===== config.mk =====
export PLATFORM = sky130hd
export DESIGN_NAME = rx_addr_filter
export DESIGN_NICKNAME = d
export VERILOG_FILES = /design/src/rtl/afilt_pkg.sv /design/src/rtl/afilt_seq.sv /design/src/rtl/afilt_cmp.sv /design/src/rtl/afilt_hash.sv /design/src/rtl/rx_addr_filter.sv
export SDC_FILE = /design/constraint.sdc
export NUM_CORES = 1
export LEC_CHECK = 0
export BUFFER_PORTS_ARGS = -buffer_cell sky130_fd_sc_hd__buf_4
export CAP_MARGIN = 20
export CELL_PAD_IN_SITES_DETAIL_PLACEMENT = 1
export CELL_PAD_IN_SITES_GLOBAL_PLACEMENT = 1
export CORE_MARGIN = 4
export CORE_UTILIZATION = 41
export DETAILED_ROUTE_END_ITERATION = 6
export GPL_TIMING_DRIVEN = 0
export PLACE_DENSITY_LB_ADDON = 0.1
export REMOVE_ABC_BUFFERS = 1
export SYNTH_ARGS = -nofsm -noshare
export SYNTH_HDL_FRONTEND = slang
export SYNTH_SLANG_ARGS = --single-unit

===== constraint.sdc =====
create_clock -name clk -period 7.1 [get_ports clk]
set_input_delay 0 -clock clk [delete_from_list [all_inputs] [get_ports clk]]
set_output_delay 0 -clock clk [all_outputs]
set_load 0.005 [all_outputs]

===== src/rtl/afilt_pkg.sv =====
package afilt_pkg;

   typedef enum logic [2:0] {
      MT_NONE   = 3'd0,
      MT_UCAST  = 3'd1,
      MT_BCAST  = 3'd2,
      MT_MCALL  = 3'd3,
      MT_MCHASH = 3'd4
   } match_t;

   localparam logic [31:0] HASH_POLY = 32'h04C11DB7;

endpackage


===== src/rtl/afilt_seq.sv =====
// Tracks the byte position inside the destination field.
module afilt_seq #(
   parameter int ADDR_BYTES = 6,
   localparam int IDX_W = $clog2(ADDR_BYTES + 1)
) (
   input  logic             clk,
   input  logic             rst_n,
   input  logic             byte_valid,
   input  logic             byte_sof,
   output logic             take,
   output logic             first,
   output logic             last,
   output logic [IDX_W-1:0] idx
);

   localparam logic [IDX_W-1:0] FULL     = IDX_W'(ADDR_BYTES);
   localparam logic [IDX_W-1:0] LAST_IDX = IDX_W'(ADDR_BYTES - 1);

   // 0: no frame open, 1..ADDR_BYTES-1: inside field, ADDR_BYTES: field done
   logic [IDX_W-1:0] pos_q;

   always_comb begin
      idx   = byte_sof ? '0 : pos_q;
      take  = byte_valid && (byte_sof || (pos_q != '0 && pos_q < FULL));
      first = take && byte_sof;
      last  = take && (idx == LAST_IDX);
   end

   always_ff @(posedge clk or negedge rst_n) begin
      if (!rst_n)
         pos_q <= '0;
      else if (byte_valid && byte_sof)
         pos_q <= IDX_W'(1);
      else if (take)
         pos_q <= pos_q + IDX_W'(1);
   end

   // position counter never runs past the end of the field
   a_r8_pos_bound : assert property (@(posedge clk) disable iff (!rst_n)
      pos_q <= FULL);

   // a completed field stays complete until a new start-of-frame
   a_r7_pos_hold : assert property (@(posedge clk) disable iff (!rst_n)
      (pos_q == FULL && !(byte_valid && byte_sof)) |=> pos_q == FULL);

endmodule


===== src/rtl/afilt_cmp.sv =====
// Accumulates exact-match, all-ones and group-bit results over the field.
module afilt_cmp #(
   parameter int DATA_W     = 8,
   parameter int ADDR_BYTES = 6,
   localparam int IDX_W  = $clog2(ADDR_BYTES + 1),
   localparam int ADDR_W = DATA_W * ADDR_BYTES
) (
   input  logic              clk,
   input  logic              rst_n,
   input  logic              take,
   input  logic              first,
   input  logic [IDX_W-1:0]  idx,
   input  logic [DATA_W-1:0] data,
   input  logic [ADDR_W-1:0] station,
   output logic              ucast_nxt,
   output logic              bcast_nxt,
   output logic              mcast_nxt,
   output logic              ucast_q,
   output logic              bcast_q,
   output logic              mcast_q
);

   logic [DATA_W-1:0] sta_byte;

   // first wire byte maps to the most significant station byte
   always_comb begin
      sta_byte = '0;
      for (int b = 0; b < ADDR_BYTES; b++)
         if (idx == IDX_W'(b))
            sta_byte = station[(ADDR_BYTES-1-b)*DATA_W +: DATA_W];
   end

   always_comb begin
      ucast_nxt = (first || ucast_q) && (data == sta_byte);
      bcast_nxt = (first || bcast_q) && (&data);
      mcast_nxt = first ? data[0] : mcast_q;
   end

   always_ff @(posedge clk or negedge rst_n) begin
      if (!rst_n) begin
         ucast_q <= 1'b0;
         bcast_q <= 1'b0;
         mcast_q <= 1'b0;
      end else if (take) begin
         ucast_q <= ucast_nxt;
         bcast_q <= bcast_nxt;
         mcast_q <= mcast_nxt;
      end
   end

   // an all-ones field is always a group address
   a_r2_bcast_is_group : assert property (@(posedge clk) disable iff (!rst_n)
      bcast_q |-> mcast_q);

endmodule


===== src/rtl/afilt_hash.sv =====
// Bit-serial CRC over the destination bytes, yielding the table index.
module afilt_hash #(
   parameter int DATA_W    = 8,
   parameter int HASH_BITS = 6,
   parameter bit HASH_EN   = 1'b1
) (
   input  logic                 clk,
   input  logic                 rst_n,
   input  logic                 take,
   input  logic                 first,
   input  logic [DATA_W-1:0]    data,
   output logic [HASH_BITS-1:0] hash_idx_nxt
);

   import afilt_pkg::*;

   generate
      if (HASH_EN) begin : g_crc
         logic [31:0] crc_q, crc_nxt;

         function automatic logic [31:0] crc_step(input logic [31:0] c_in,
                                                  input logic [DATA_W-1:0] d);
            logic [31:0] c;
            logic        fb;
            c = c_in;
            for (int i = 0; i < DATA_W; i++) begin
               fb = c[31] ^ d[i];
               c  = {c[30:0], 1'b0};
               if (fb) c = c ^ HASH_POLY;
            end
            return c;
         endfunction

         always_comb begin
            crc_nxt      = crc_step(first ? 32'hFFFF_FFFF : crc_q, data);
            hash_idx_nxt = crc_nxt[31 -: HASH_BITS];
         end

         always_ff @(posedge clk or negedge rst_n) begin
            if (!rst_n)
               crc_q <= 32'hFFFF_FFFF;
            else if (take)
               crc_q <= crc_nxt;
         end
      end else begin : g_no_crc
         logic unused_in;
         assign unused_in    = ^{clk, rst_n, take, first, data};
         assign hash_idx_nxt = '0;
      end
   endgenerate

endmodule


===== src/rtl/rx_addr_filter.sv =====
module rx_addr_filter #(
   parameter int DATA_W     = 8,
   parameter int ADDR_BYTES = 6,
   parameter int HASH_BITS  = 6,
   parameter bit HASH_EN    = 1'b1,
   localparam int ADDR_W       = DATA_W * ADDR_BYTES,
   localparam int HASH_ENTRIES = 1 << HASH_BITS
) (
   input  logic                    clk,
   input  logic                    rst_n,
   input  logic                    byte_valid,
   input  logic                    byte_sof,
   input  logic [DATA_W-1:0]       byte_data,
   input  logic [ADDR_W-1:0]       station_addr,
   input  logic [HASH_ENTRIES-1:0] hash_table,
   input  logic                    en_ucast,
   input  logic                    en_bcast,
   input  logic                    en_mcall,
   input  logic                    en_mchash,
   output logic                    decision_valid,
   output logic                    accept,
   output logic [2:0]              match_type
);

   import afilt_pkg::*;

   localparam int IDX_W = $clog2(ADDR_BYTES + 1);

   generate
      if (DATA_W < 1) begin : g_bad_width
         $error("DATA_W must be at least 1");
      end
      if (ADDR_BYTES < 2) begin : g_bad_len
         $error("ADDR_BYTES must be at least 2");
      end
      if (HASH_BITS < 1 || HASH_BITS > 16) begin : g_bad_hash
         $error("HASH_BITS must lie in 1..16");
      end
   endgenerate

   logic             take, first, last;
   logic [IDX_W-1:0] idx;
   logic             ucast_nxt, bcast_nxt, mcast_nxt;
   logic             ucast_q, bcast_q, mcast_q;
   logic [HASH_BITS-1:0] hash_idx;
   logic             hash_hit;
   match_t           cls, type_q;
   logic             dec_valid_q;

   afilt_seq #(.ADDR_BYTES(ADDR_BYTES)) u_seq (
      .clk(clk), .rst_n(rst_n), .byte_valid(byte_valid), .byte_sof(byte_sof),
      .take(take), .first(first), .last(last), .idx(idx));

   afilt_cmp #(.DATA_W(DATA_W), .ADDR_BYTES(ADDR_BYTES)) u_cmp (
      .clk(clk), .rst_n(rst_n), .take(take), .first(first), .idx(idx),
      .data(byte_data), .station(station_addr),
      .ucast_nxt(ucast_nxt), .bcast_nxt(bcast_nxt), .mcast_nxt(mcast_nxt),
      .ucast_q(ucast_q), .bcast_q(bcast_q), .mcast_q(mcast_q));

   afilt_hash #(.DATA_W(DATA_W), .HASH_BITS(HASH_BITS), .HASH_EN(HASH_EN)) u_hash (
      .clk(clk), .rst_n(rst_n), .take(take), .first(first), .data(byte_data),
      .hash_idx_nxt(hash_idx));

   assign hash_hit = HASH_EN && hash_table[hash_idx];

   // exact match first, then broadcast, then the multicast rules
   always_comb begin
      cls = MT_NONE;
      if (en_ucast && ucast_nxt)
         cls = MT_UCAST;
      else if (bcast_nxt) begin
         if (en_bcast) cls = MT_BCAST;
      end else if (mcast_nxt) begin
         if (en_mcall)
            cls = MT_MCALL;
         else if (en_mchash && hash_hit)
            cls = MT_MCHASH;
      end
   end

   always_ff @(posedge clk or negedge rst_n) begin
      if (!rst_n) begin
         dec_valid_q <= 1'b0;
         type_q      <= MT_NONE;
      end else if (last) begin
         dec_valid_q <= 1'b1;
         type_q      <= cls;
      end else if (first) begin
         dec_valid_q <= 1'b0;
         type_q      <= MT_NONE;
      end
   end

   assign decision_valid = dec_valid_q;
   assign match_type     = type_q;
   assign accept         = (type_q != MT_NONE);

   // last destination byte yields a decision on the next cycle
   a_r6_valid_after_last : assert property (@(posedge clk) disable iff (!rst_n)
      last |=> decision_valid);

   // decision holds while no new frame starts
   a_r7_hold : assert property (@(posedge clk) disable iff (!rst_n)
      (decision_valid && !(byte_valid && byte_sof)) |=>
         (decision_valid && $stable(match_type)));

   // start-of-frame withdraws the previous decision
   a_r8_sof_clears : assert property (@(posedge clk) disable iff (!rst_n)
      (byte_valid && byte_sof) |=> !decision_valid);

   // multicast codes are never given to the all-ones address
   a_r2_bcast_priority : assert property (@(posedge clk) disable iff (!rst_n)
      (decision_valid && (type_q == MT_MCALL || type_q == MT_MCHASH)) |-> !bcast_q);

   // multicast codes need the group bit of the first byte
   a_r3_group_bit : assert property (@(posedge clk) disable iff (!rst_n)
      (decision_valid && (type_q == MT_MCALL || type_q == MT_MCHASH)) |-> mcast_q);

   // unicast code needs a full station match
   a_r1_ucast_match : assert property (@(posedge clk) disable iff (!rst_n)
      (decision_valid && type_q == MT_UCAST) |-> ucast_q);

endmodule


# Word-level counts from Yosys, hierarchy flattened

Cells that the tools add are included.

$add $sub $neg: 1
$mul: 0
Divide/modulo/power cells: 0
Order comparisons: 2
Eq/ne operators: 6
Shifts and indexed selects: 0
Mux-type cells: 31
Bitwise gates (word level): 16
Reduce and logical (&&, ||, !) cells: 18

Operator list:

| operator                                                               | number |
|---|---|
| 27-bit two-way mux                                                     | 8 |
| 14-bit inverter                                                        | 8 |
| 8-bit two-way mux                                                      | 6 |
| 32-bit two-way mux                                                     | 1 |
| 3-bit two-way mux                                                      | 10 |
| 1-bit logical AND                                                      | 9 |
| 8-bit equality test                                                    | 1 |
| 8-bit AND reduction                                                    | 1 |
| 1-bit bitwise XOR                                                      | 8 |
| 6-bit by 7-bit < comparator with 1-bit output (second input constant)  | 1 |
| 1-bit binary-select mux with 6-bit select                              | 1 |
| 3-bit by 2-bit equality test with 1-bit output (second input constant) | 2 |
| 3-bit equality test (second input constant)                            | 2 |
| 3-bit nonzero test                                                     | 2 |
| 1-bit two-way mux                                                      | 4 |
| 2-bit nonzero test                                                     | 2 |
| 3-bit by 1-bit adder with 3-bit output (second input constant)         | 1 |
| 3-bit by 1-bit equality test with 1-bit output (second input constant) | 1 |
| 3-bit zero test                                                        | 1 |
| 1-bit logical OR                                                       | 3 |
| 3-bit < comparator (second input constant)                             | 1 |
| 2-bit two-way mux                                                      | 1 |

Flip-flop bits (word level): 42
Latch bits: 0
Memory bits (writable): 0
ROM bits: 0
Bits of input ports: 128
Output and inout port bits: 5
Memories: 0

# Logic depth before layout (Yosys ltp)

Depth in word-level cells: 31
Depth in mapped cells: 13

# Hierarchy

Synthesis repeated with hierarchy kept, for this count alone.

Cell total of the unflattened synthesis: 431
Area, all modules: 4354.2 µm²

By module, submodules not included:

| module         | times used | cells each | area an instance (µm²) |
|---|---|---|---|
| afilt_hash     | 1          | 241        | 2519.9 |
| afilt_cmp      | 1          | 105        | 835.8 |
| rx_addr_filter | 1          | 60         | 769.5 |
| afilt_seq      | 1          | 25         | 229.0 |

# Worst setup path after synthesis

Ideal clock, no wire load.

Kind: reg-to-reg
From: register u_hash.g_crc.crc_q[28]
To: register type_q[2], in the netlist match_type[2]
Library setup time: 0.125 ns
Arrival time: 2.698 ns
Setup slack: 4.277 ns
Stages on the path, launching flop included: 10
Period minus slack after synthesis: 2.823 ns
Cell sequence: dfstp_2 a21oi_2 xnor2_4 xnor3_2 xor2_4 mux4_1 mux2i_1 mux2i_1 nor3_1 nor4_2

Cells in the longest elaborated chain, start to end: 18
Elaborated cells between the ends (all ways): 19
Classes of those cells: mux (14); bitwise (4); reduce/logical (1)

RTL lines:

| what                                          | line                 | source |
|---|---|---|
| start: declaration                            | afilt_hash.sv:19     | `logic [31:0] crc_q, crc_nxt;` |
| start signal: assignment                      | afilt_hash.sv:43     | `crc_q <= crc_nxt;` |
| 32-bit two-way mux (*)                        | afilt_hash.sv:35     | `crc_nxt = crc_step(first ? 32'hFFFF_FFFF : crc_q, data);` |
| 1-bit bitwise XOR (*)                         | afilt_hash.sv:27     | `fb = c[31] ^ d[i];` |
| 27-bit two-way mux (*)                        | afilt_hash.sv:29     | `if (fb) c = c ^ HASH_POLY;` |
| 14-bit inverter (no line)                     | n/a                  |  |
| 27-bit two-way mux (3 in a row)               | afilt_hash.sv:29     |  |
| 14-bit inverter (no line)                     | n/a                  |  |
| 27-bit two-way mux                            | afilt_hash.sv:29     |  |
| 1-bit binary-select mux with 6-bit select (*) | rx_addr_filter.sv:64 | `assign hash_hit = HASH_EN && hash_table[hash_idx];` |
| 1-bit two-way mux (not written as such) (*)   | rx_addr_filter.sv:64 |  |
| 1-bit logical AND (*)                         | rx_addr_filter.sv:76 | `else if (en_mchash && hash_hit)` |
| 3-bit two-way mux (*)                         | rx_addr_filter.sv:76 |  |
| 3-bit two-way mux (*)                         | rx_addr_filter.sv:74 | `if (en_mcall)` |
| 3-bit two-way mux (*)                         | rx_addr_filter.sv:73 | `end else if (mcast_nxt) begin` |
| 3-bit two-way mux (*)                         | rx_addr_filter.sv:71 | `else if (bcast_nxt) begin` |
| 3-bit two-way mux (*)                         | rx_addr_filter.sv:69 | `if (en_ucast && ucast_nxt)` |
| 3-bit two-way mux (*)                         | rx_addr_filter.sv:85 | `end else if (last) begin` |
| end signal: assignment                        | rx_addr_filter.sv:87 | `type_q <= cls;` |
| end: declaration                              | rx_addr_filter.sv:47 | `match_t cls, type_q;` |

Every way passes the cells marked *; elsewhere a longest branch is shown, timed or not. The select of a mux whose other input is x is not followed.
A chain may end at the register's enable or synchronous reset.

# Final worst setup path

From: register u_seq.pos_q[0]
To: register type_q[1], in the netlist match_type[1]

Cells in the longest elaborated chain, start to end: 13
Elaborated cells between the ends (all ways): 32
Classes of those cells: order compare (1); eq/ne (6); mux (12); reduce/logical (13)

RTL lines:

| what                           | line                 | source |
|---|---|---|
| start: declaration             | afilt_seq.sv:20      | `logic [IDX_W-1:0] pos_q;` |
| start signal: assignment       | afilt_seq.sv:35      | `pos_q <= pos_q + IDX_W'(1);` |
| 3-bit two-way mux              | afilt_seq.sv:23      | `idx = byte_sof ? '0 : pos_q;` |
| 3-bit zero test                | afilt_cmp.sv:29      | `if (idx == IDX_W'(b))` |
| 8-bit two-way mux (6 in a row) | afilt_cmp.sv:29      |  |
| 8-bit equality test            | afilt_cmp.sv:34      | `ucast_nxt = (first \|\| ucast_q) && (data == sta_byte);` |
| 1-bit logical AND              | afilt_cmp.sv:34      |  |
| 1-bit logical AND              | rx_addr_filter.sv:69 |  |
| 3-bit two-way mux              | rx_addr_filter.sv:69 |  |
| 3-bit two-way mux              | rx_addr_filter.sv:85 |  |

Several ways; a longest one is shown, not always the timed one.

==> results.toml <==
[outcome]
status = "complete, no violations"

[clock_tree]
cts_tree = "built"
htreeDepth = 2
cts_buffers = 5
cts_setup_buffers = 0
cts_sinks = 42
cts_buffer_depth = 2
cts_resized = 0
clkTransAtPathRegs_ns = 0.09
clkLatencyLatePin_ns = 0.31
ctsRootBufferMaster = "clkbuf_8"

[layout]
drive_gt1_share_pct = 32.3
final_nets = 755
areaGrowthSynthToFinish_pct = 26.4
fin_cells = 762
n_antenna_cell = 0

[route]
routedWlPerCell_um = 18.3
finalWirelength_um = 13900
dr.pass1.iters = 4
ant_nets = 0
drc = 0
avgViaCountPerCell = 5.38
vias = 4101
drt_first_iter_violations = 200

[floorplan]
dieHeight_um = 111
coreArea_um2 = 10300
core.rowCount = 37
die-area_um2 = 12200
die_x_um = 111
ios = 133
start_util_pct = 42.0

[setup_path]
rr_startpoint = "u_seq.pos_q[0]$_DFFE_PN0P_"
cpMostUsedCell = "nor3_1"
startpoint = "u_seq.pos_q[0]$_DFFE_PN0P_"
crit_arrival_ns = 3.88
crit_path_end_kind = "flip-flop"
required_ns = 7.30
crit_slowest_cell = "nor3_1"
path_cells = "nor3_1 -> o21ai_0 -> a22o_1 -> mux2i_1 -> nor4bb_1 -> nand4_1 -> nor3_1 -> nand2_1 -> a31o_2"
crit_end = "match_type[1]$_DFFE_PN0P_"
critical_path_class = "flip-flop to flip-flop"
reg2reg_depth = 9
startpoint_type = "flip-flop"
cp_max_fo = 33
reg2reg_slack_ns = 3.43
reg2reg_to = "match_type[1]$_DFFE_PN0P_"
critical-path-max-stage-delay_ns = 0.87

[sta]
rsz0062_at_grt = "false"
period_needed_ns = 3.67
period_share_pct = 51.7
final-setup-viol-count = 0
hold_viol_final = 0
drv_slew = 0
fin_ws_ns = 3.43
achievable-frequency_mhz = 272
clock_skew_ns = 0.00696
relSlewSlack_pct = 36.1
tns_ns = 0
tightest_slew_ns = 0.959

[placement]
place_congestion = 0.847
dpl.hpwl_um = 11000
portBuffers = 132
preCtsSetupSlack_ns = 3.46
dp_cells = 753

[synthesis]
async_flop_share_pct = 100
yosys_warnings = 0
synth_flop_cell = "dfstp_2"
netlist_area_um2 = 4320
seq_area_frac_synth_pct = 25.3
synth.ff_latch_count = 42
synth_edf_count = 0
synth_area_per_cell_um2 = 8.32
syn_inst = 519
synth_cell_type_count = 72

[hold_path]
min_path_type = "input pin to flip-flop"

[job]
drv_cap = 0

[power]
power.density_nw_per_um2 = 557
p_leak_nw = 2.35
irDropWorstVdd_v = 0.000233

[global_routing]
gr-total-overflow = 0
grt_pass1_vias = 4583
grt_antenna_before_repair = 0
grt_max_degree = 43
track_usage_pct = 22.7
grt_pass1_wl_um = 22800
## Yosys cell counts (3+ instances only)
cell type	n	area (µm²)
a22o_1	4	35.0
mux2_2	4	45.0
nand2_1	73	274
o21ai_0	49	245
mux4_2	4	90.1
dfstp_2	32	841
nand2b_1	3	18.8
nand3_1	7	35.0
clkbuf_1	18	67.6
o22ai_1	5	31.3
xnor2_1	78	683
a31oi_1	4	25.0
nor2b_1	4	25.0
xor2_1	14	123
buf_1	3	11.3
o221ai_1	4	35.0
buf_2	11	55.1
nand3b_1	3	22.5
o211ai_1	3	22.5
nor2_1	59	221
mux2i_1	17	170
mux4_1	6	158
a21oi_1	16	80.1
inv_1	13	48.8
nand4_1	6	37.5
nor3_1	9	45.0
or3_1	7	43.8
dfrtp_1	10	250
## sequential cells by signal (all words and copies together), names as in the netlist
signal              cells
decision_valid          1
u_cmp.mcast_q           1
match_type              3
u_seq.pos_q             3
u_cmp.bcast_q           1
u_hash.g_crc.crc_q     32
u_cmp.ucast_q           1
## metrics by stage
| step | utilization [%] | instance area, µm² | hold WS (ns) | power [mW] |
|---|---|---|---|---|
| 6_report | 53.2 | 5460 | 0.0230 | 3.04 |
| 5_1_grt | 53.2 | 5460 | 0.0281 | 3.32 |
| 4_1_cts | 53.2 | 5460 | 0.00405 | 3.08 |
| 3_5_place_dp | 52.1 | 5360 | 0.0312 | 2.89 |
| 3_3_place_gp | 51.6 | 5300 | 0.0275 | 2.78 |
| 2_1_floorplan | - | 4140 | -0.296 | 2.33 |
## kinds of logic after synthesis
kind of cell	Yosys count	share of synthesized area (%)
AND/OR/NAND/NOR	187	19.8
AO/OA/AOI/OAI	107	15.3
adder cells (fa/ha/maj)	2	0.579
flip-flops	42	25.3
XOR/XNOR	100	22.9
multiplexers	31	10.7
buffers and inverters	50	5.33
## timing repair
action / in CTS / in global routing
hold buffers: 1 / 0
hold endpoints to repair: 10 / 0
endpoints found under the setup margin: 0 / 0
## layer usage
| metal | routed length [µm] | vias to the layer above | track usage [%] | part of all wire (%) |
|---|---|---|---|---|
| met5 | 0 | - | 0 | 0 |
| met4 | 157 | 0 | 5.17 | 1.1 |
| met3 | 558 | 10 | 4.04 | 4.0 |
| met2 | 7320 | 91 | 41.8 | 53 |
| met1 | 5900 | 2004 | 27.4 | 42 |
| li1 | - | 1996 | - | - |
## final cells by class
cell class / instances / area, µm²
multi-input cells: 427 / 3020
flip-flops and latches: 42 / 1090
repair buffers: 135 / 1040
inverters: 14 / 52.6
well taps: 136 / 170
clock buffers: 6 / 82.6
clock inverters: 2 / 12.5
fillers: 1273 / 4810
## worst max-delay path: cells and delay by family (launching register included)
kind / cells / cell delay, ns
mux: 1 / 0.14
flops: 1 / 0.74
simple gates: 5 / 1.96
compound gates: 3 / 0.71
## power by group
part | switching (mW) | internal (mW) | leakage [nW]
Combinational | 1.19 | 1.12 | 1.83
Sequential | 0.142 | 0.421 | 0.468
Clock | 0.0942 | 0.0784 | 0.0472
## worst min path at each step
| stage | from | end | slack (ns) | cells past startpoint |
|---|---|---|---|---|
| 2_1_floorplan | rst_n | decision_valid$_DFFE_PN0P_ | -0.30 | 0 |
| 3_3_place_gp | rst_n | u_seq.pos_q[0]$_DFFE_PN0P_ | 0.03 | 1 |
| 3_5_place_dp | rst_n | u_cmp.ucast_q$_DFFE_PN0P_ | 0.03 | 1 |
| 4_1_cts | byte_data[7] | u_hash.g_crc.crc_q[22]$_DFFE_PN1P_ | 0.004 | 3 |
| 5_1_grt | byte_data[7] | u_hash.g_crc.crc_q[22]$_DFFE_PN1P_ | 0.03 | 3 |
| 6_report | en_ucast | match_type[0]$_DFFE_PN0P_ | 0.02 | 3 |
## placed cells by master, fill, tap and decap left out, drive strengths merged, types with 6 or more instances in the layout
cell type	count
mux4	10
a21oi	17
o21ai	50
clkbuf	6
nor3	9
nand3	7
or3	7
nor2	60
inv	13
mux2i	17
buf	134
nand4	6
xnor2	81
dfstp	32
xor2	16
dfrtp	10
nand2	73
Power figures use the tool's default switching activity.
